File: src/rtl/wdt_pkg.sv
package wdt_pkg;
    localparam int REG_W = 32;

    typedef enum logic [2:0] {
        OFS_INT   = 3'd0,
        OFS_CTRL  = 3'd1,
        OFS_CNT   = 3'd2,
        OFS_MCTRL = 3'd3,
        OFS_MATCH = 3'd4,
        OFS_EXT   = 3'd5,
        OFS_PULSE = 3'd6,
        OFS_RSTAT = 3'd7
    } reg_sel_e;

    typedef enum logic [1:0] {
        PIN_KEEP   = 2'd0,
        PIN_LOW    = 2'd1,
        PIN_HIGH   = 2'd2,
        PIN_TOGGLE = 2'd3
    } pin_act_e;

    // control word, bit 0 is run
    typedef struct packed {
        logic halt_on_dbg;
        logic clr;
        logic run;
    } ctrl_t;

    // match actions, bit 0 is irq_en
    typedef struct packed {
        logic force_ext;
        logic force_int;
        logic rst_ext_en;
        logic rst_int_en;
        logic stop_on_hit;
        logic zero_on_hit;
        logic irq_en;
    } mctrl_t;
endpackage

File: src/rtl/wdt_count.sv
module wdt_count #(
    parameter int W = 32
) (
    input  logic         clk,
    input  logic         rst_n,
    input  logic         run,
    input  logic         clr,
    input  logic         zero_on_hit,
    input  logic         stop_on_hit,
    input  logic [W-1:0] match_val,
    output logic [W-1:0] cnt_q,
    output logic         hit
);
    logic [W-1:0] cnt_d;

    always_comb begin
        hit   = run && !clr && (cnt_q == match_val);
        cnt_d = cnt_q;
        if (clr) begin
            cnt_d = '0;
        end else if (hit) begin
            if (zero_on_hit)
                cnt_d = '0;
            else if (!stop_on_hit)
                cnt_d = cnt_q + W'(1);
        end else if (run) begin
            cnt_d = cnt_q + W'(1);
        end
    end

    always_ff @(posedge clk or negedge rst_n) begin
        if (!rst_n) cnt_q <= '0;
        else        cnt_q <= cnt_d;
    end
endmodule

File: src/rtl/wdt_pulse.sv
module wdt_pulse #(
    parameter int LEN_W = 16,
    parameter int EXTRA = 6
) (
    input  logic             clk,
    input  logic             rst_n,
    input  logic             fire,
    input  logic [LEN_W-1:0] len,
    output logic             active
);
    localparam int CW = LEN_W + 1;

    logic [CW-1:0] remain_d, remain_q;

    always_comb begin
        remain_d = remain_q;
        if (remain_q != '0)
            remain_d = remain_q - CW'(1);
        else if (fire)
            remain_d = {1'b0, len} + CW'(EXTRA);
    end

    always_ff @(posedge clk or negedge rst_n) begin
        if (!rst_n) remain_q <= '0;
        else        remain_q <= remain_d;
    end

    assign active = (remain_q != '0);
endmodule

File: src/rtl/wdt_match_timer.sv
module wdt_match_timer
    import wdt_pkg::*;
#(
    parameter int ADDR_W      = 6,
    parameter int PULSE_W     = 16,
    parameter int PULSE_EXTRA = 6
) (
    input  logic              clk,
    input  logic              por_n,
    input  logic              rst_n,
    input  logic [ADDR_W-1:0] bus_addr,
    input  logic              bus_we,
    input  logic [REG_W-1:0]  bus_wdata,
    output logic [REG_W-1:0]  bus_rdata,
    input  logic              dbg_halt,
    output logic              irq,
    output logic              wd_rst_int,
    output logic              wd_rst_ext,
    output logic              match_pin
);
    localparam int SEL_LSB = 2;
    localparam int SEL_W   = 3;
    localparam int HI_LSB  = SEL_LSB + SEL_W;

    typedef struct packed {
        ctrl_t              ctrl;
        mctrl_t             mctrl;
        logic [REG_W-1:0]   match;
        pin_act_e           act;
        logic               pin;
        logic [PULSE_W-1:0] plen;
        logic               pend;
    } regs_t;

    regs_t            r_d, r_q;
    logic             stat_d, stat_q;
    logic             sys_rst_n;
    reg_sel_e         sel;
    logic             aligned, in_map;
    logic             cnt_run, hit, fire, pulse_on;
    logic [REG_W-1:0] cnt;

    assign sys_rst_n = rst_n & por_n;
    assign sel       = reg_sel_e'(bus_addr[HI_LSB-1:SEL_LSB]);
    assign aligned   = (bus_addr[SEL_LSB-1:0] == '0);

    generate
        if (ADDR_W > HI_LSB) begin : g_hi_dec
            assign in_map = aligned && (bus_addr[ADDR_W-1:HI_LSB] == '0);
        end else begin : g_full_dec
            assign in_map = aligned;
        end
    endgenerate

    assign cnt_run = r_q.ctrl.run & ~(r_q.ctrl.halt_on_dbg & dbg_halt);
    assign fire    = hit & (r_q.mctrl.rst_int_en | r_q.mctrl.rst_ext_en);

    wdt_count #(.W(REG_W)) u_count (
        .clk         (clk),
        .rst_n       (sys_rst_n),
        .run         (cnt_run),
        .clr         (r_q.ctrl.clr),
        .zero_on_hit (r_q.mctrl.zero_on_hit),
        .stop_on_hit (r_q.mctrl.stop_on_hit),
        .match_val   (r_q.match),
        .cnt_q       (cnt),
        .hit         (hit)
    );

    wdt_pulse #(.LEN_W(PULSE_W), .EXTRA(PULSE_EXTRA)) u_pulse (
        .clk    (clk),
        .rst_n  (sys_rst_n),
        .fire   (fire),
        .len    (r_q.plen),
        .active (pulse_on)
    );

    // next-state for the register file
    always_comb begin
        r_d = r_q;
        if (bus_we && in_map) begin
            case (sel)
                OFS_INT:   if (bus_wdata[0]) r_d.pend = 1'b0;
                OFS_CTRL:  r_d.ctrl  = ctrl_t'(bus_wdata[2:0]);
                OFS_MCTRL: r_d.mctrl = mctrl_t'(bus_wdata[6:0]);
                OFS_MATCH: r_d.match = bus_wdata;
                OFS_EXT: begin
                    r_d.pin = bus_wdata[0];
                    r_d.act = pin_act_e'(bus_wdata[5:4]);
                end
                OFS_PULSE: r_d.plen = bus_wdata[PULSE_W-1:0];
                default: ;
            endcase
        end
        if (hit) begin
            if (r_q.mctrl.stop_on_hit) r_d.ctrl.run = 1'b0;
            if (r_q.mctrl.irq_en)      r_d.pend     = 1'b1;
            case (r_q.act)
                PIN_LOW:    r_d.pin = 1'b0;
                PIN_HIGH:   r_d.pin = 1'b1;
                PIN_TOGGLE: r_d.pin = ~r_q.pin;
                default:    ;
            endcase
        end
    end

    always_ff @(posedge clk or negedge sys_rst_n) begin
        if (!sys_rst_n) r_q <= '0;
        else            r_q <= r_d;
    end

    assign wd_rst_int = (pulse_on & r_q.mctrl.rst_int_en) | r_q.mctrl.force_int;
    assign wd_rst_ext = (pulse_on & r_q.mctrl.rst_ext_en) | r_q.mctrl.force_ext;
    assign irq        = r_q.pend;
    assign match_pin  = r_q.pin;

    // sticky status, power-on reset only
    assign stat_d = stat_q | wd_rst_int;

    always_ff @(posedge clk or negedge por_n) begin
        if (!por_n) stat_q <= 1'b0;
        else        stat_q <= stat_d;
    end

    always_comb begin
        bus_rdata = '0;
        if (in_map) begin
            case (sel)
                OFS_INT:   bus_rdata[0]         = r_q.pend;
                OFS_CTRL:  bus_rdata[2:0]       = r_q.ctrl;
                OFS_CNT:   bus_rdata            = cnt;
                OFS_MCTRL: bus_rdata[6:0]       = r_q.mctrl;
                OFS_MATCH: bus_rdata            = r_q.match;
                OFS_EXT:   bus_rdata[5:0]       = {r_q.act, 3'b000, r_q.pin};
                OFS_PULSE: bus_rdata[PULSE_W-1:0] = r_q.plen;
                OFS_RSTAT: bus_rdata[0]         = stat_q;
                default:   bus_rdata            = '0;
            endcase
        end
    end
endmodule

File: config.mk
export PLATFORM = sky130hd
export DESIGN_NAME = wdt_match_timer
export DESIGN_NICKNAME = d
export VERILOG_FILES = /design/src/rtl/wdt_pkg.sv /design/src/rtl/wdt_count.sv /design/src/rtl/wdt_pulse.sv /design/src/rtl/wdt_match_timer.sv
export SDC_FILE = /design/constraint.sdc
export NUM_CORES = 1
export LEC_CHECK = 0
export BUFFER_PORTS_ARGS = -buffer_cell sky130_fd_sc_hd__buf_2
export CAP_MARGIN = 15
export CORE_MARGIN = 2
export CORE_UTILIZATION = 53
export CTS_CLUSTER_SIZE = 14
export DETAILED_ROUTE_END_ITERATION = 7
export GPL_TIMING_DRIVEN = 0
export MAX_ROUTING_LAYER = met4
export PLACE_DENSITY = 0.73
export SETUP_SLACK_MARGIN = 0.05
export SLEW_MARGIN = 20
export SYNTH_ARGS = -nofsm -noshare
export SYNTH_HDL_FRONTEND = slang
export SYNTH_SLANG_ARGS = --single-unit
File: constraint.sdc
create_clock -name clk -period 5.1 [get_ports clk]
set_input_delay 1.02 -clock clk [delete_from_list [all_inputs] [get_ports clk]]
set_output_delay 1.02 -clock clk [all_outputs]
set_load 0.005 [all_outputs]
# ---- Word-level counts from Yosys, hierarchy flattened
# Cells that the tools add are included.
# Widths: inputs -> output; s select.
dict set report classes {
  n_addsub 3
  n_eq_ne 12
  n_mux 28
  n_bitwise 13
  n_reduce_logical 16
}
# cell n
set ops {}
lappend ops {{$mux 32} 7}
lappend ops {{$mux 60} 1}
lappend ops {{$mux 17} 2}
lappend ops {{$add 32x1->32 const B} 1}
lappend ops {{$eq 32x32->1} 1}
lappend ops {{$pmux 16 s2} 1}
lappend ops {{$pmux 9 s3} 1}
lappend ops {{$add 16x3->17 const B} 1}
lappend ops {{$reduce_bool 17->1} 1}
lappend ops {{$sub 17x1->17 const B} 1}
lappend ops {{$mux 16} 1}
lappend ops {{$pmux 3 s5} 1}
lappend ops {{$eq 3x3->1 const B} 4}
lappend ops {{$reduce_and 2->1} 6}
lappend ops {{$pmux 2 s5} 1}
lappend ops {{$mux 1} 8}
lappend ops {{$pmux 1 s8} 1}
lappend ops {{$mux 7} 1}
lappend ops {{$and 1x1->1} 6}
lappend ops {{$eq 3x2->1 const B} 2}
lappend ops {{$eq 2x2->1 const B} 2}
lappend ops {{$logic_and 1x1->1} 4}
lappend ops {{$ne 4x4->1 const B} 1}
lappend ops {{$or 1x1->1} 4}
lappend ops {{other kinds (11)} 13}
dict set report word_totals {
  reg_bits 112
  inputBits 43
  output_inout_bits 36
  elab_cells 90
}

# ---- Depth between registers and ports, before layout
# Gate-level depths: netlist (run 1).
dict set report depth {
  word_depth 8
  ltp_mapped 9
  ltp_nobuf 8
}

# ---- By module
# From an unflattened synthesis (run 1), not the netlist that was laid out.
dict set report unflattened {
  cells_unflattened 702
  hier_area_um2 7014.2
}
# module instances cells_each area_each_um2 seq_area_each_um2
set by_module_without_submodules {}
lappend by_module_without_submodules {wdt_match_timer 1 278 3296.9 1576.5}
lappend by_module_without_submodules {wdt_count 1 280 2442.3 800.8}
lappend by_module_without_submodules {wdt_pulse 1 144 1275.0 425.4}

# ---- Worst setup path after synthesis (run 1)
# Ideal clock, no wire load.
dict set report synth_path {
  path_kind {input-to-output}
  from {input bus_addr[4]}
  to {output bus_rdata[13]}
  t_arrival_ns 2.536
  required_time_ns 4.080
  path_slack_ns 1.544
  cell_stages 6
  path_buffers 3
  cell_sequence {clkbuf_1 -> buf_1 -> clkbuf_1 -> mux2_2 -> a22oi_1 -> nor2_1}
}
dict set report synth_between {
  elab_chain_cells 3
  elab_cells_between_ends 5
}
# element line
set synth_lines {}
lappend synth_lines {{from (decl)} wdt_match_timer.sv:11} ;# input logic [ADDR_W-1:0] bus_addr,
lappend synth_lines {{$eq 3x3->1 or $eq 3x2->1 (tied branches)} wdt_match_timer.sv:128} ;# case (sel)
lappend synth_lines {{$pmux 9 s3 (*)} wdt_match_timer.sv:128}
lappend synth_lines {{$mux 32 (*)} wdt_match_timer.sv:127} ;# if (in_map) begin
lappend synth_lines {{to (decl)} wdt_match_timer.sv:14} ;# output logic [REG_W-1:0] bus_rdata,
# Mark *: on every way between the ends. The rest lies on a longest branch, timed or not.

# ---- Final worst setup path (run 1)
dict set report layout_path {
  from {input bus_addr[4]}
  to {output bus_rdata[15]}
}
# The elaborated chain is that of the path after synthesis.

==> out/summary.log, run 1 <==
INFO  synthesis      async_reset_ff_frac=1.000
INFO  grt            antenna_found_initial=0
INFO  power          power.density_cell_area=272.3mW/mm^2
INFO  synthesis      synth_cell_types=55
INFO  placed_design  place_inst=1013
INFO  cts            tritoncts.num_buffers=9
INFO  cells_and_area layout.area.seq=0.002803mm^2
INFO  synthesis      synth-edff-count=0
INFO  cells_and_area layout_stage_area_growth_over_the_synthesis_result=13.43%
INFO  placed_design  hpwlAfterDp=15620um
INFO  synthesis      synthesis.instances=764
INFO  placed_design  placedInstanceArea=0.007636mm^2
INFO  cells_and_area multi_input_area=0.003874mm^2
INFO  setup_path     cp_max_fo=10
INFO  routing        routed_len_inst=20.31um
INFO  cells_and_area fin_nets=899
INFO  synthesis      ys_ff_latch=112
INFO  cts            htree_levels=3
INFO  setup_path     critical_path_class=input port to output pin
INFO  synthesis      synth_largest_area_cell=dfrtp_1
INFO  floorplan      chipHeight=118.9um
INFO  grt            grt_max_degree=52
INFO  cts            tritoncts_num_sinks=112
INFO  cts            number_of_buffers_inserted_to_repair_setup_after_cts=0
INFO  synthesis      synth_top_area_share=0.4006
INFO  sta            setup-violations-final=0
INFO  synthesis      synthesis.area=0.006995mm^2
INFO  grt            grt_pass1_vias=6225
INFO  cts            holdBufCountCts=0
INFO  synthesis      ys.warnings.count=0
INFO  sta            worst_slew_pin_slew=0.9172ns
INFO  cts            cts.reportedPaths.clkPinSlew=0.07ns
INFO  floorplan      die_w=118.9um
INFO  power          worst_ir_drop_vdd=0.0001640V
INFO  sta            totalNegativeSetupSlack=0ns
INFO  synthesis      synth.avg_cell_area=9.156um^2
INFO  cts            cts_tree=yes
INFO  synthesis      synthFlopType=dfrtp_1
INFO  cts            post_cts_resize_count=0
INFO  floorplan      design.core.area=0.01277mm^2
INFO  cells_and_area layout.cells.most_common=dfrtp_1
INFO  floorplan      ioPinCount=79
INFO  sta            finalWorstPathRequiredPeriod=4.180ns
INFO  setup_path     critical_path.startpoint_type=input port
INFO  sta            relSlewSlack=0.3838
INFO  grt            track_usage=0.3095
INFO  placed_design  gp_congestion=0.9432
INFO  routing        drtIter0Drc=644
INFO  placed_design  placement.setup.worst_slack=0.9328ns
INFO  synthesis      mappedNetlistNets=811
INFO  cts            clk_latency=0.36ns
INFO  grt            grtUsageMet3=0.03544
INFO  synthesis      synth_sequential_area_ratio=0.4006
INFO  routing        drt_pass1_iterations=6
INFO  routing        wirelength=20900um
INFO  setup_path     worstPathArrival=3.16ns
INFO  grt            grt.met2_usage=0.5068
INFO  min_path       holdCritPathClass=input port to asynchronous set/reset pin
INFO  sta            timing_max_transition_violations_final=0
INFO  cells_and_area final_design_area_no_fill=0.007935mm^2
INFO  sta            timing.final.crit_share=0.8196
INFO  sta            final_hold_viol_count=0
INFO  cells_and_area mostFrequentLayoutCells=dfrtp_1 (112), buf_2 (80), nand2_1 (64), mux2_2 (62), nor2_1 (59)
INFO  setup_path     ff2ff_path_depth=9
INFO  grt            busiest_layer=met2
INFO  routing        avgViaCountPerCell=6.244
INFO  cts            clock-root-buffer=clkbuf_16
INFO  sta            setup_ws=0.9199ns
INFO  sta            finalClockSkew=0.01017ns
INFO  cts            cts.path.max_buffers=2
INFO  grt            grtUsageMet1=0.3971
INFO  setup_path     worst_path_largest_cell_delay=0.55ns
INFO  cells_and_area num_antenna_cells=0
INFO  setup_path     timing.critical_path.slowest_stage_cell=buf_1
INFO  floorplan      placementRows=41
INFO  floorplan      die-area=0.01413mm^2
INFO  power          total_power=2.161mW
INFO  routing        dr_total_vias=6425
INFO  grt            grt_first_pass_wirelength=33350um
INFO  placed_design  io_buffer_count=75
INFO  status         run_status=finished clean
INFO  cells_and_area layout.cells.non_filler=1029
INFO  sta            hold-worst-slack=0.4290ns
INFO  setup_path     crit_path_cell_trace=clkbuf_1 -> buf_1 -> clkbuf_1 -> mux2_2 -> a22oi_1 -> nor2_1 -> buf_2
INFO  setup_path     critical_path_required=4.08ns
INFO  run            cap_violations=0
INFO  cells_and_area drive_above_1_share=0.2065
INFO  setup_path     end_kind=output pin
INFO  setup_path     cell_repeated_most_along_the_worst_path=clkbuf_1
INFO  cells_and_area post-route-util=0.6212
INFO  floorplan      initial_core_util=0.5477
INFO  sta            rsz_0062_raised_after_global_routing=no
INFO  sta            fmax=239.2MHz
INFO  routing        detail-route-antenna-nets=0
INFO  routing        drcViolationCount=0
INFO  grt            grt_overflow=0
INFO  cells_and_area fillCellCount=1132
INFO  power          static-leakage-power=3.387nW
INFO  synthesis      synth_area_leaders=dfrtp_1 (40%), mux2_2 (10%), xnor2_1 (4.3%)
final timing paths:
kind / start / end / slack, ns
worst max-delay path: bus_addr[4] / bus_rdata[15] / 0.92
worst min-delay path: por_n / stat_q$_DFF_PN0_ / 0.43
worst max register to register: u_count.cnt_q[21]$_DFFE_PN0P_ / u_count.cnt_q[19]$_DFFE_PN0P_ / 1.97
worst min register to register: stat_q$_DFF_PN0_ / stat_q$_DFF_PN0_ / 0.50
max in group asynchronous: por_n / u_count.cnt_q[24]$_DFFE_PN0P_ / 3.56
min in group clk: stat_q$_DFF_PN0_ / stat_q$_DFF_PN0_ / 0.50
cells by family (layout without fill, tap and decap cells):
group / count (synthesis) / in the layout / synth area share
simple gates: 300 / 300 / 0.2204
compound gates: 139 / 139 / 0.1324
flops: 112 / 112 / 0.4006
buf+inv: 77 / 170 / 0.04597
mux: 76 / 76 / 0.1234
xor+xnor: 56 / 56 / 0.07011
fa+ha+maj: 4 / 4 / 0.007155
state kept, by name, summed over array words and instances (netlist names):
name,count
stat_q,1
u_count.cnt_q,32
irq,1
u_pulse.remain_q,17
match_pin,1
r_q,60
critical path: cells and delay by family:
family | cells | cell delay (ns)
buf+inv | 4 | 1.46
mux | 1 | 0.40
compound gates | 1 | 0.21
simple gates | 1 | 0.06
Yosys cell counts, types with 13 or more instances:
cell / count
nor4_1: 13
xnor2_1: 34
a22oi_1: 30
o21ai_0: 52
clkbuf_1: 49
mux2_2: 62
xor2_1: 22
nor2_1: 59
nand4_1: 23
nand2_1: 64
nor3_1: 32
inv_1: 14
nand3_1: 45
dfrtp_1: 112
report_power, final:
group | total, mW | switching, mW | internal, mW | leakage [nW]
clock | 0.733 | 0.339 | 0.395 | 0.145
sequential | 1.05 | 0.0865 | 0.959 | 1.45
combinational | 0.382 | 0.213 | 0.169 | 1.79
total | 2.16 | 0.638 | 1.52 | 3.39
area by class of cell:
| type | instances | area share |
|---|---|---|
| plain buffers | 63 | 0.03390 |
| clock buffers | 11 | 0.03059 |
| clock inverters | 5 | 0.007096 |
| inverters | 14 | 0.006623 |
| multi-input cells | 575 | 0.4882 |
| flip-flops and latches | 112 | 0.3532 |
| well taps | 172 | 0.02712 |
| repair buffers | 77 | 0.05330 |
routing by layer:
| layer | share of wire | routed length (um) | vias up |
|---|---|---|---|
| met4 | 0.021 | 437 | 0 |
| met1 | 0.43 | 8913 | 3143 |
| met3 | 0.060 | 1251 | 46 |
| met5 | 0 | 0 | - |
| met2 | 0.49 | 10300 | 279 |
| li1 | - | - | 2957 |
No activity file was read; power rests on OpenSTA's default activity.
==> run 2: changes to the inputs <==
- clock period: 5.1 -> 4.2 ns (I/O delays scaled with it)
==> out/summary.log, run 2 (synthesized netlist as in run 1, its figures left out) <==
INFO  sta            worst_slew_pin_slew=1.041ns [was 0.9172 ns]
INFO  cts            cts.reportedPaths.clkPinSlew=0.07ns [about the same]
INFO  routing        routed-wl-met3=1268um [was 1251 um]
INFO  sta            timing_max_transition_violations_final=0 [unchanged]
INFO  cells_and_area max_flop_register=r_q [unchanged]
INFO  floorplan      initial_core_util=0.5477 [unchanged]
INFO  setup_path     cp_max_fo=10 [unchanged]
INFO  routing        wirelength_met1=8845um [was 8913 um]
INFO  sta            fmax=262.2MHz
INFO  power          power.combinational.fraction=0.175 [was 0.177]
INFO  grt            grt_overflow=0 [unchanged]
INFO  setup_path     timing.critical_path.slowest_stage_cell=buf_1 [unchanged]
INFO  setup_path     end_kind=output pin [unchanged]
INFO  setup_path     critical_path_required=3.36ns [was 4.08 ns]
INFO  cts            number_of_buffers_inserted_to_repair_setup_after_cts=0 [unchanged]
INFO  setup_path     crit_path_cell_trace=clkbuf_1 -> buf_1 -> clkbuf_1 -> mux2i_1 -> o21ai_0 -> a21oi_1 -> nor2_1 -> buf_2 [was clkbuf_1 -> buf_1 -> clkbuf_1 -> mux2_2 -> a22oi_1 -> nor2_1 -> buf_2]
INFO  cells_and_area post-route-util=0.6224 [was 0.6212]
INFO  setup_path     worstReg2RegStart=u_count.cnt_q[12]$_DFFE_PN0P_ [was u_count.cnt_q[21]$_DFFE_PN0P_]
INFO  routing        drcViolationCount=0 [unchanged]
INFO  floorplan      die_w=118.9um [unchanged]
INFO  power          p_switching=0.7844mW [was 0.6379 mW]
INFO  power          sw_frac_of_total=0.2955 [was 0.2952]
INFO  placed_design  hpwlAfterDp=15480um [was 15620 um]
INFO  grt            track_usage=0.3062 [was 0.3095]
INFO  routing        detail-route-antenna-nets=0 [unchanged]
INFO  routing        drt_pass1_iterations=5 [was 6]
INFO  power          worst_ir_drop_vdd=0.0001953V [was 0.0001640 V]
INFO  cells_and_area mostFrequentLayoutCells=dfrtp_1 (112), buf_2 (80), nand2_1 (64), mux2_2 (62), nor2_1 (59) [unchanged]
INFO  run            cap_violations=0 [unchanged]
INFO  floorplan      chipHeight=118.9um [unchanged]
INFO  cts            tritoncts.num_buffers=9 [unchanged]
INFO  cts            clk_latency=0.36ns [about the same]
INFO  sta            finalClockSkew=0.007991ns [was 0.01017 ns]
INFO  routing        routed.top_layer=met4 [unchanged]
INFO  sta            relSlewSlack=0.3010 [was 0.3838]
INFO  cells_and_area layout.cells.most_common=dfrtp_1 [unchanged]
INFO  setup_path     critical_path.startpoint_type=input port [unchanged]
INFO  floorplan      placementRows=41 [unchanged]
INFO  floorplan      die-area=0.01413mm^2 [unchanged]
INFO  placed_design  placement.setup.worst_slack=0.3843ns [was 0.9328 ns]
INFO  cts            post_cts_resize_count=0 [unchanged]
INFO  grt            antenna_found_initial=0 [unchanged]
INFO  cells_and_area largest_register_ffs=60 [unchanged]
INFO  sta            setup-violations-final=0 [unchanged]
INFO  placed_design  io_buffer_count=75 [unchanged]
INFO  sta            hold-worst-slack=0.2478ns [was 0.4290 ns]
INFO  cts            cts.path.max_buffers=2 [unchanged]
INFO  grt            grt_max_degree=54 [was 52]
INFO  power          power_frac_seq=0.478 [was 0.484]
INFO  cells_and_area final_design_area_no_fill=0.007950mm^2 [was 0.007935 mm^2]
INFO  power          power.density_cell_area=333.9mW/mm^2 [was 272.3 mW/mm^2]
INFO  sta            finalWorstPathRequiredPeriod=3.814ns
INFO  setup_path     critical_path_class=input port to output pin [unchanged]
INFO  placed_design  placedInstanceArea=0.007636mm^2 [unchanged]
INFO  status         run_status=finished clean [unchanged]
INFO  cts            holdBufCountCts=0 [unchanged]
INFO  cells_and_area fillCellCount=1099 [was 1132]
INFO  cells_and_area multi_input_area=0.003874mm^2 [unchanged]
INFO  cells_and_area num_antenna_cells=0 [unchanged]
INFO  floorplan      ioPinCount=79 [unchanged]
INFO  power          power_frac_clock=0.347 [was 0.339]
INFO  setup_path     worstPathArrival=2.97ns [was 3.16 ns]
INFO  sta            totalNegativeSetupSlack=0ns [unchanged]
INFO  cts            clock-root-buffer=clkbuf_16 [unchanged]
INFO  routing        routed_len_inst=20.15um [was 20.31 um]
INFO  routing        drtIter0Drc=509 [was 644]
INFO  grt            grt_first_pass_wirelength=33190um [was 33350 um]
INFO  cells_and_area layout_stage_area_growth_over_the_synthesis_result=13.65% [was 13.43%]
INFO  grt            grt_pass1_vias=6219 [was 6225]
INFO  sta            final_hold_viol_count=0 [unchanged]
INFO  cts            htree_levels=3 [unchanged]
INFO  cells_and_area layout.cells.non_filler=1029 [unchanged]
INFO  cts            tritoncts_num_sinks=112 [unchanged]
INFO  sta            setup_ws=0.3856ns [was 0.9199 ns]
INFO  cts            cts_tree=yes [unchanged]
INFO  sta            timing.final.crit_share=0.9082
INFO  cells_and_area layout.area.seq=0.002803mm^2 [unchanged]
INFO  cells_and_area drive_above_1_share=0.2077 [was 0.2065]
INFO  setup_path     critical_path.startpoint=bus_addr[4] [unchanged]
INFO  routing        dr_wl_met2=10200um [was 10300 um]
INFO  routing        wirelength=20740um [was 20900 um]
INFO  setup_path     cell_repeated_most_along_the_worst_path=clkbuf_1 [unchanged]
INFO  routing        avgViaCountPerCell=6.296 [was 6.244]
INFO  cells_and_area top_regs=r_q x60, u_count.cnt_q x32, u_pulse.remain_q x17 [unchanged]
INFO  power          p_int=1.870mW [was 1.523 mW]
INFO  min_path       holdCritPathClass=input port to asynchronous set/reset pin [unchanged]
INFO  power          total_power=2.655mW [was 2.161 mW]
INFO  setup_path     worst_path_largest_cell_delay=0.54ns [was 0.55 ns]
INFO  placed_design  place_inst=1013 [unchanged]
INFO  placed_design  gp_congestion=0.9612 [was 0.9432]
INFO  power          static-leakage-power=3.398nW [was 3.387 nW]
INFO  cells_and_area fin_nets=899 [unchanged]
INFO  routing        dr_total_vias=6479 [was 6425]
INFO  floorplan      design.core.area=0.01277mm^2 [unchanged]
INFO  sta            rsz_0062_raised_after_global_routing=no [unchanged]
run 2: cell types whose count changed in the layout (fill, tap and decap cells not counted), sizes merged:
| cell | before | now |
|---|---|---|
| clkinv | 3 | 2 |
| clkinvlp | 1 | 0 |
| inv | 14 | 16 |
run 2: layout make-up:
class	instances	share of cell area
multi-input cells	575	0.4873
flip-flops and latches	112	0.3525
repair buffers	77	0.05319
plain buffers	63	0.03384
clock buffers	11	0.03179
well taps	172	0.02707
clock inverters	5	0.007712
inverters	14	0.006610
run 2: power by group through the flow:
stage	logic, mW	clock network [mW]	registers (mW)
6_report	0.466	0.921	1.27
4_1_cts	0.459	0.926	1.26
2_1_floorplan	0.321	0	1.25
5_1_grt	0.507	0.980	1.28
3_5_place_dp	0.455	0	1.28
3_3_place_gp	0.440	0	1.28
run 2: worst max-delay path, delay by kind of cell:
family / cells / cell delay (ns)
AOI/OAI and AO/OA: 2 / 0.30
and+or+nand+nor: 1 / 0.05
muxes: 1 / 0.28
buffers and inverters: 4 / 1.48
run 2: path summary, 6_finish.rpt:
check,endpoint,slack (ns),depth (start not counted)
worst max-delay path,bus_rdata[6],0.39,8
worst min-delay path,stat_q$_DFF_PN0_,0.25,1
worst max register to register,u_count.cnt_q[19]$_DFFE_PN0P_,1.04,9
worst min register to register,stat_q$_DFF_PN0_,0.51,1
max in group asynchronous,r_q[14]$_DFFE_PN0P_,2.87,4
min in group clk,stat_q$_DFF_PN0_,0.51,1
run 2: routing by layer:
| layer | track usage | vias up |
|---|---|---|
| met1 | 0.3987 | 3179 |
| li1 | - | 2962 |
| met2 | 0.4993 | 296 |
| met3 | 0.03448 | 42 |
| met4 | 0.1071 | 0 |
| met5 | - | - |
==> run 3: changes to the inputs <==
- ABC_AREA: not set -> 1
- SLEW_MARGIN: 20 -> 15
==> out/summary.log, run 3 <==
INFO  synthesis      ys_ff_latch=112 [unchanged]
INFO  cts            htree_levels=3 [unchanged]
INFO  sta            timing.final.crit_share=0.8511 [was 0.9082]
INFO  synthesis      top_post_synthesis_cells_by_count=nand2_1 (395), inv_1 (145), dfrtp_1 (112) [was dfrtp_1 (112), nand2_1 (64), mux2_2 (62)]
INFO  floorplan      ioPinCount=79 [unchanged]
INFO  min_path       holdCritPathClass=input port to asynchronous set/reset pin [unchanged]
INFO  sta            timing_max_transition_violations_final=0 [unchanged]
INFO  placed_design  gp_congestion=0.9649 [was 0.9612]
INFO  grt            grt_first_pass_wirelength=36890um [was 33190 um]
INFO  sta            fmax=279.8MHz [was 262.2 MHz]
INFO  cells_and_area num_antenna_cells=0 [unchanged]
INFO  routing        routed-wl-met3=1019um [was 1268 um]
INFO  synthesis      async_reset_ff_frac=1.000 [unchanged]
INFO  setup_path     ff2ff_path_depth=11 [was 9]
INFO  routing        dr_wl_met2=10590um [was 10200 um]
INFO  cells_and_area layout.cells.most_common=nand2_1 [was dfrtp_1]
INFO  synthesis      synth-edff-count=0 [unchanged]
INFO  sta            finalClockSkew=0.007431ns [was 0.007991 ns]
INFO  cts            number_of_buffers_inserted_to_repair_setup_after_cts=0 [unchanged]
INFO  cells_and_area fillCellCount=1373 [was 1099]
INFO  synthesis      synthesis.instances=1181 [was 764]
INFO  floorplan      chipHeight=124.4um [was 118.9 um]
INFO  cts            tritoncts_num_sinks=112 [unchanged]
INFO  cts            clk_latency=0.36ns [about the same]
INFO  cts            clock-root-buffer=clkbuf_16 [unchanged]
INFO  floorplan      initial_core_util=0.5468 [was 0.5477]
INFO  status         run_status=finished clean [unchanged]
INFO  cts            holdBufCountCts=0 [unchanged]
INFO  synthesis      synthesis.area=0.007679mm^2 [was 0.006995 mm^2]
INFO  cts            cts.path.max_buffers=2 [unchanged]
INFO  grt            track_usage=0.3000 [was 0.3062]
INFO  power          power_frac_seq=0.451 [was 0.478]
INFO  setup_path     regToRegEndpoint=u_count.cnt_q[30]$_DFFE_PN0P_ [was u_count.cnt_q[19]$_DFFE_PN0P_]
INFO  setup_path     critical_path_class=input port to output pin [unchanged]
INFO  setup_path     crit_path_cell_trace=buf_2 -> inv_1 -> nand3_1 -> clkinv_1 -> clkbuf_1 -> a21oi_1 -> nor2_1 -> buf_2 [was clkbuf_1 -> buf_1 -> clkbuf_1 -> mux2i_1 -> o21ai_0 -> a21oi_1 -> nor2_1 -> buf_2]
INFO  power          worst_ir_drop_vdd=0.0001985V [was 0.0001953 V]
INFO  sta            rsz_0062_raised_after_global_routing=no [unchanged]
INFO  routing        detail-route-antenna-nets=0 [unchanged]
INFO  routing        drcViolationCount=0 [unchanged]
INFO  routing        routed_len_inst=15.20um [was 20.15 um]
INFO  routing        routed.top_layer=met4 [unchanged]
INFO  synthesis      mappedNetlistNets=1228 [was 811]
INFO  cells_and_area post-route-util=0.6165 [was 0.6224]
INFO  synthesis      yosys.cell_count.top_type=nand2_1 [was dfrtp_1]
INFO  setup_path     end_kind=output pin [unchanged]
INFO  synthesis      synth_largest_area_cell=dfrtp_1 [unchanged]
INFO  setup_path     cp_max_fo=10 [unchanged]
INFO  floorplan      die-area=0.01547mm^2 [was 0.01413 mm^2]
INFO  synthesis      synth.avg_cell_area=6.502um^2 [was 9.156 um^2]
INFO  cells_and_area layout_stage_area_growth_over_the_synthesis_result=12.74% [was 13.65%]
INFO  setup_path     worstPathArrival=2.73ns [was 2.97 ns]
INFO  setup_path     critical_path.startpoint_type=input port [unchanged]
INFO  floorplan      design.core.area=0.01404mm^2 [was 0.01277 mm^2]
INFO  floorplan      placementRows=43 [was 41]
INFO  setup_path     timing.critical_path.slowest_stage_cell=clkbuf_1 [was buf_1]
INFO  grt            grt_max_degree=78 [was 54]
INFO  cells_and_area layout.cells.non_filler=1456 [was 1029]
INFO  floorplan      die_w=124.4um [was 118.9 um]
INFO  routing        avgViaCountPerCell=5.341 [was 6.296]
INFO  power          sw_frac_of_total=0.3231 [was 0.2955]
INFO  placed_design  hpwlAfterDp=17210um [was 15480 um]
INFO  routing        drtIter0Drc=626 [was 509]
INFO  grt            antenna_found_initial=0 [unchanged]
INFO  cells_and_area layout.area.seq=0.002803mm^2 [unchanged]
INFO  cts            post_cts_resize_count=0 [unchanged]
INFO  grt            grt_pass1_vias=7656 [was 6219]
INFO  synthesis      synth_cell_types=41 [was 55]
INFO  setup_path     cell_repeated_most_along_the_worst_path=buf_2 [was clkbuf_1]
INFO  synthesis      synth_sequential_area_ratio=0.3650 [was 0.4006]
INFO  cts            cts_tree=yes [unchanged]
INFO  cells_and_area max_flop_register=r_q [unchanged]
INFO  setup_path     r2r_slack=1.84ns [was 1.04 ns]
INFO  power          p_int=1.941mW [was 1.870 mW]
INFO  cts            tritoncts.num_buffers=9 [unchanged]
INFO  power          static-leakage-power=4.272nW [was 3.398 nW]
INFO  run            cap_violations=0 [unchanged]
INFO  setup_path     critical_path_required=3.36ns [about the same]
INFO  routing        dr_total_vias=7777 [was 6479]
INFO  cells_and_area drive_above_1_share=0.1324 [was 0.2077]
INFO  power          power.combinational.fraction=0.212 [was 0.175]
INFO  sta            relSlewSlack=0.5905 [was 0.3010]
INFO  cells_and_area mostFrequentLayoutCells=nand2_1 (395), inv_1 (144), dfrtp_1 (112), nor2_1 (109), o21ai_0 (102) [was dfrtp_1 (112), buf_2 (80), nand2_1 (64), mux2_2 (62), nor2_1 (59)]
INFO  placed_design  place_inst=1440 [was 1013]
INFO  cells_and_area multi_input_area=0.004035mm^2 [was 0.003874 mm^2]
INFO  power          p_switching=0.9265mW [was 0.7844 mW]
INFO  setup_path     worst_path_largest_cell_delay=0.52ns [was 0.54 ns]
INFO  routing        wirelength=22130um [was 20740 um]
INFO  routing        wirelength_met1=9547um [was 8845 um]
INFO  sta            finalWorstPathRequiredPeriod=3.574ns [was 3.814 ns]
INFO  cells_and_area top_regs=r_q x60, u_count.cnt_q x32, u_pulse.remain_q x17 [unchanged]
INFO  sta            final_hold_viol_count=0 [unchanged]
INFO  routing        drt_pass1_iterations=5 [unchanged]
INFO  grt            grt_overflow=0 [unchanged]
INFO  sta            worst_slew_pin_slew=0.6142ns [was 1.041 ns]
INFO  cts            cts.reportedPaths.clkPinSlew=0.07ns [about the same]
INFO  sta            setup-violations-final=0 [unchanged]
INFO  power          total_power=2.868mW [was 2.655 mW]
INFO  cells_and_area largest_register_ffs=60 [unchanged]
INFO  power          power.density_cell_area=331.3mW/mm^2 [was 333.9 mW/mm^2]
INFO  synthesis      synthFlopType=dfrtp_1 [unchanged]
INFO  cells_and_area fin_nets=1318 [was 899]
INFO  synthesis      synth_area_leaders=dfrtp_1 (36%), nand2_1 (19%), inv_1 (7.1%) [was dfrtp_1 (40%), mux2_2 (10%), xnor2_1 (4.3%)]
INFO  setup_path     critical_path.startpoint=bus_addr[4] [unchanged]
INFO  setup_path     worstReg2RegStart=u_count.cnt_q[0]$_DFFE_PN0P_ [was u_count.cnt_q[12]$_DFFE_PN0P_]
INFO  power          power_frac_clock=0.337 [was 0.347]
INFO  synthesis      synth_top_area_share=0.3650 [was 0.4006]
INFO  placed_design  io_buffer_count=78 [was 75]
INFO  synthesis      ys.warnings.count=0 [unchanged]
==> run 3: cell types whose count changed after synthesis, moves of 29 or more <==
cell      change
inv_1       +131
a21oi_1      +33
nand3_1      +29
a22oi_1      -30
clkbuf_1     -32
nand2_1     +331
nor2_1       +50
xnor2_1      -29
o21ai_0      +50
mux2_2       -62
==> run 3: cell families after synthesis <==
| family | after synthesis | synth area share |
|---|---|---|
| AOI/OAI and AO/OA | 190 | 0.1375 |
| xor gates and xnor gates | 30 | 0.03422 |
| adders and majority gates | 4 | 0.006518 |
| buffers and inverters | 205 | 0.1095 |
| DFF | 112 | 0.3650 |
| and+or+nand+nor | 640 | 0.3472 |
==> run 3: area by class of cell <==
cell class,instances,area share
multi-input cells,864,0.4661
flip-flops and latches,112,0.3237
inverters,165,0.07212
repair buffers,79,0.04827
clock buffers,10,0.02761
well taps,180,0.02602
plain buffers,40,0.02558
clock inverters,6,0.01055
==> run 3: metal layers <==
| layer | track usage | vias to the layer above |
|---|---|---|
| met4 | 0.1474 | 0 |
| met5 | - | - |
| li1 | - | 3927 |
| met2 | 0.4979 | 225 |
| met3 | 0.03737 | 56 |
| met1 | 0.3628 | 3569 |
==> run 3: power groups by stage <==
| stage | sequential [mW] | combinational, mW | clock, mW |
|---|---|---|---|
| global placement | 1.31 | 0.580 | 0 |
| global route | 1.31 | 0.686 | 1.01 |
| CTS | 1.29 | 0.603 | 0.964 |
| floorplan | 1.29 | 0.435 | 0 |
| detailed placement | 1.31 | 0.598 | 0 |
| finish | 1.29 | 0.608 | 0.967 |
==> run 3: worst max-delay path, delay by kind of cell <==
family | cells | cell delay, ns
compound gates | 1 | 0.17
buf+inv | 5 | 1.22
simple gates | 2 | 0.50
==> run 3: worst max-delay path by stage <==
| stage | cells past startpoint | end |
|---|---|---|
| after floorplan | 2 | irq$_DFF_PN0_ |
| after global placement | 3 | u_count.cnt_q[22]$_DFFE_PN0P_ |
| after detailed placement | 8 | bus_rdata[9] |
| after CTS | 8 | bus_rdata[9] |
| after global routing | 8 | bus_rdata[11] |
| final | 8 | bus_rdata[9] |
==> run 3: metrics by stage <==
stage | TNS, ns | hold WS [ns] | instance area (um^2) | setup WS [ns]
6_report | 0 | 0.2458 | 8657 | 0.6255
5_1_grt | 0 | 0.2484 | 8657 | 0.5575
4_1_cts | 0 | 0.2421 | 8657 | 0.6625
3_5_place_dp | 0 | 0.4601 | 8327 | 0.6695
3_3_place_gp | -99.29 | 0.4431 | 8294 | -0.9016
2_1_floorplan | 0 | 0.4342 | 7679 | 0.3937
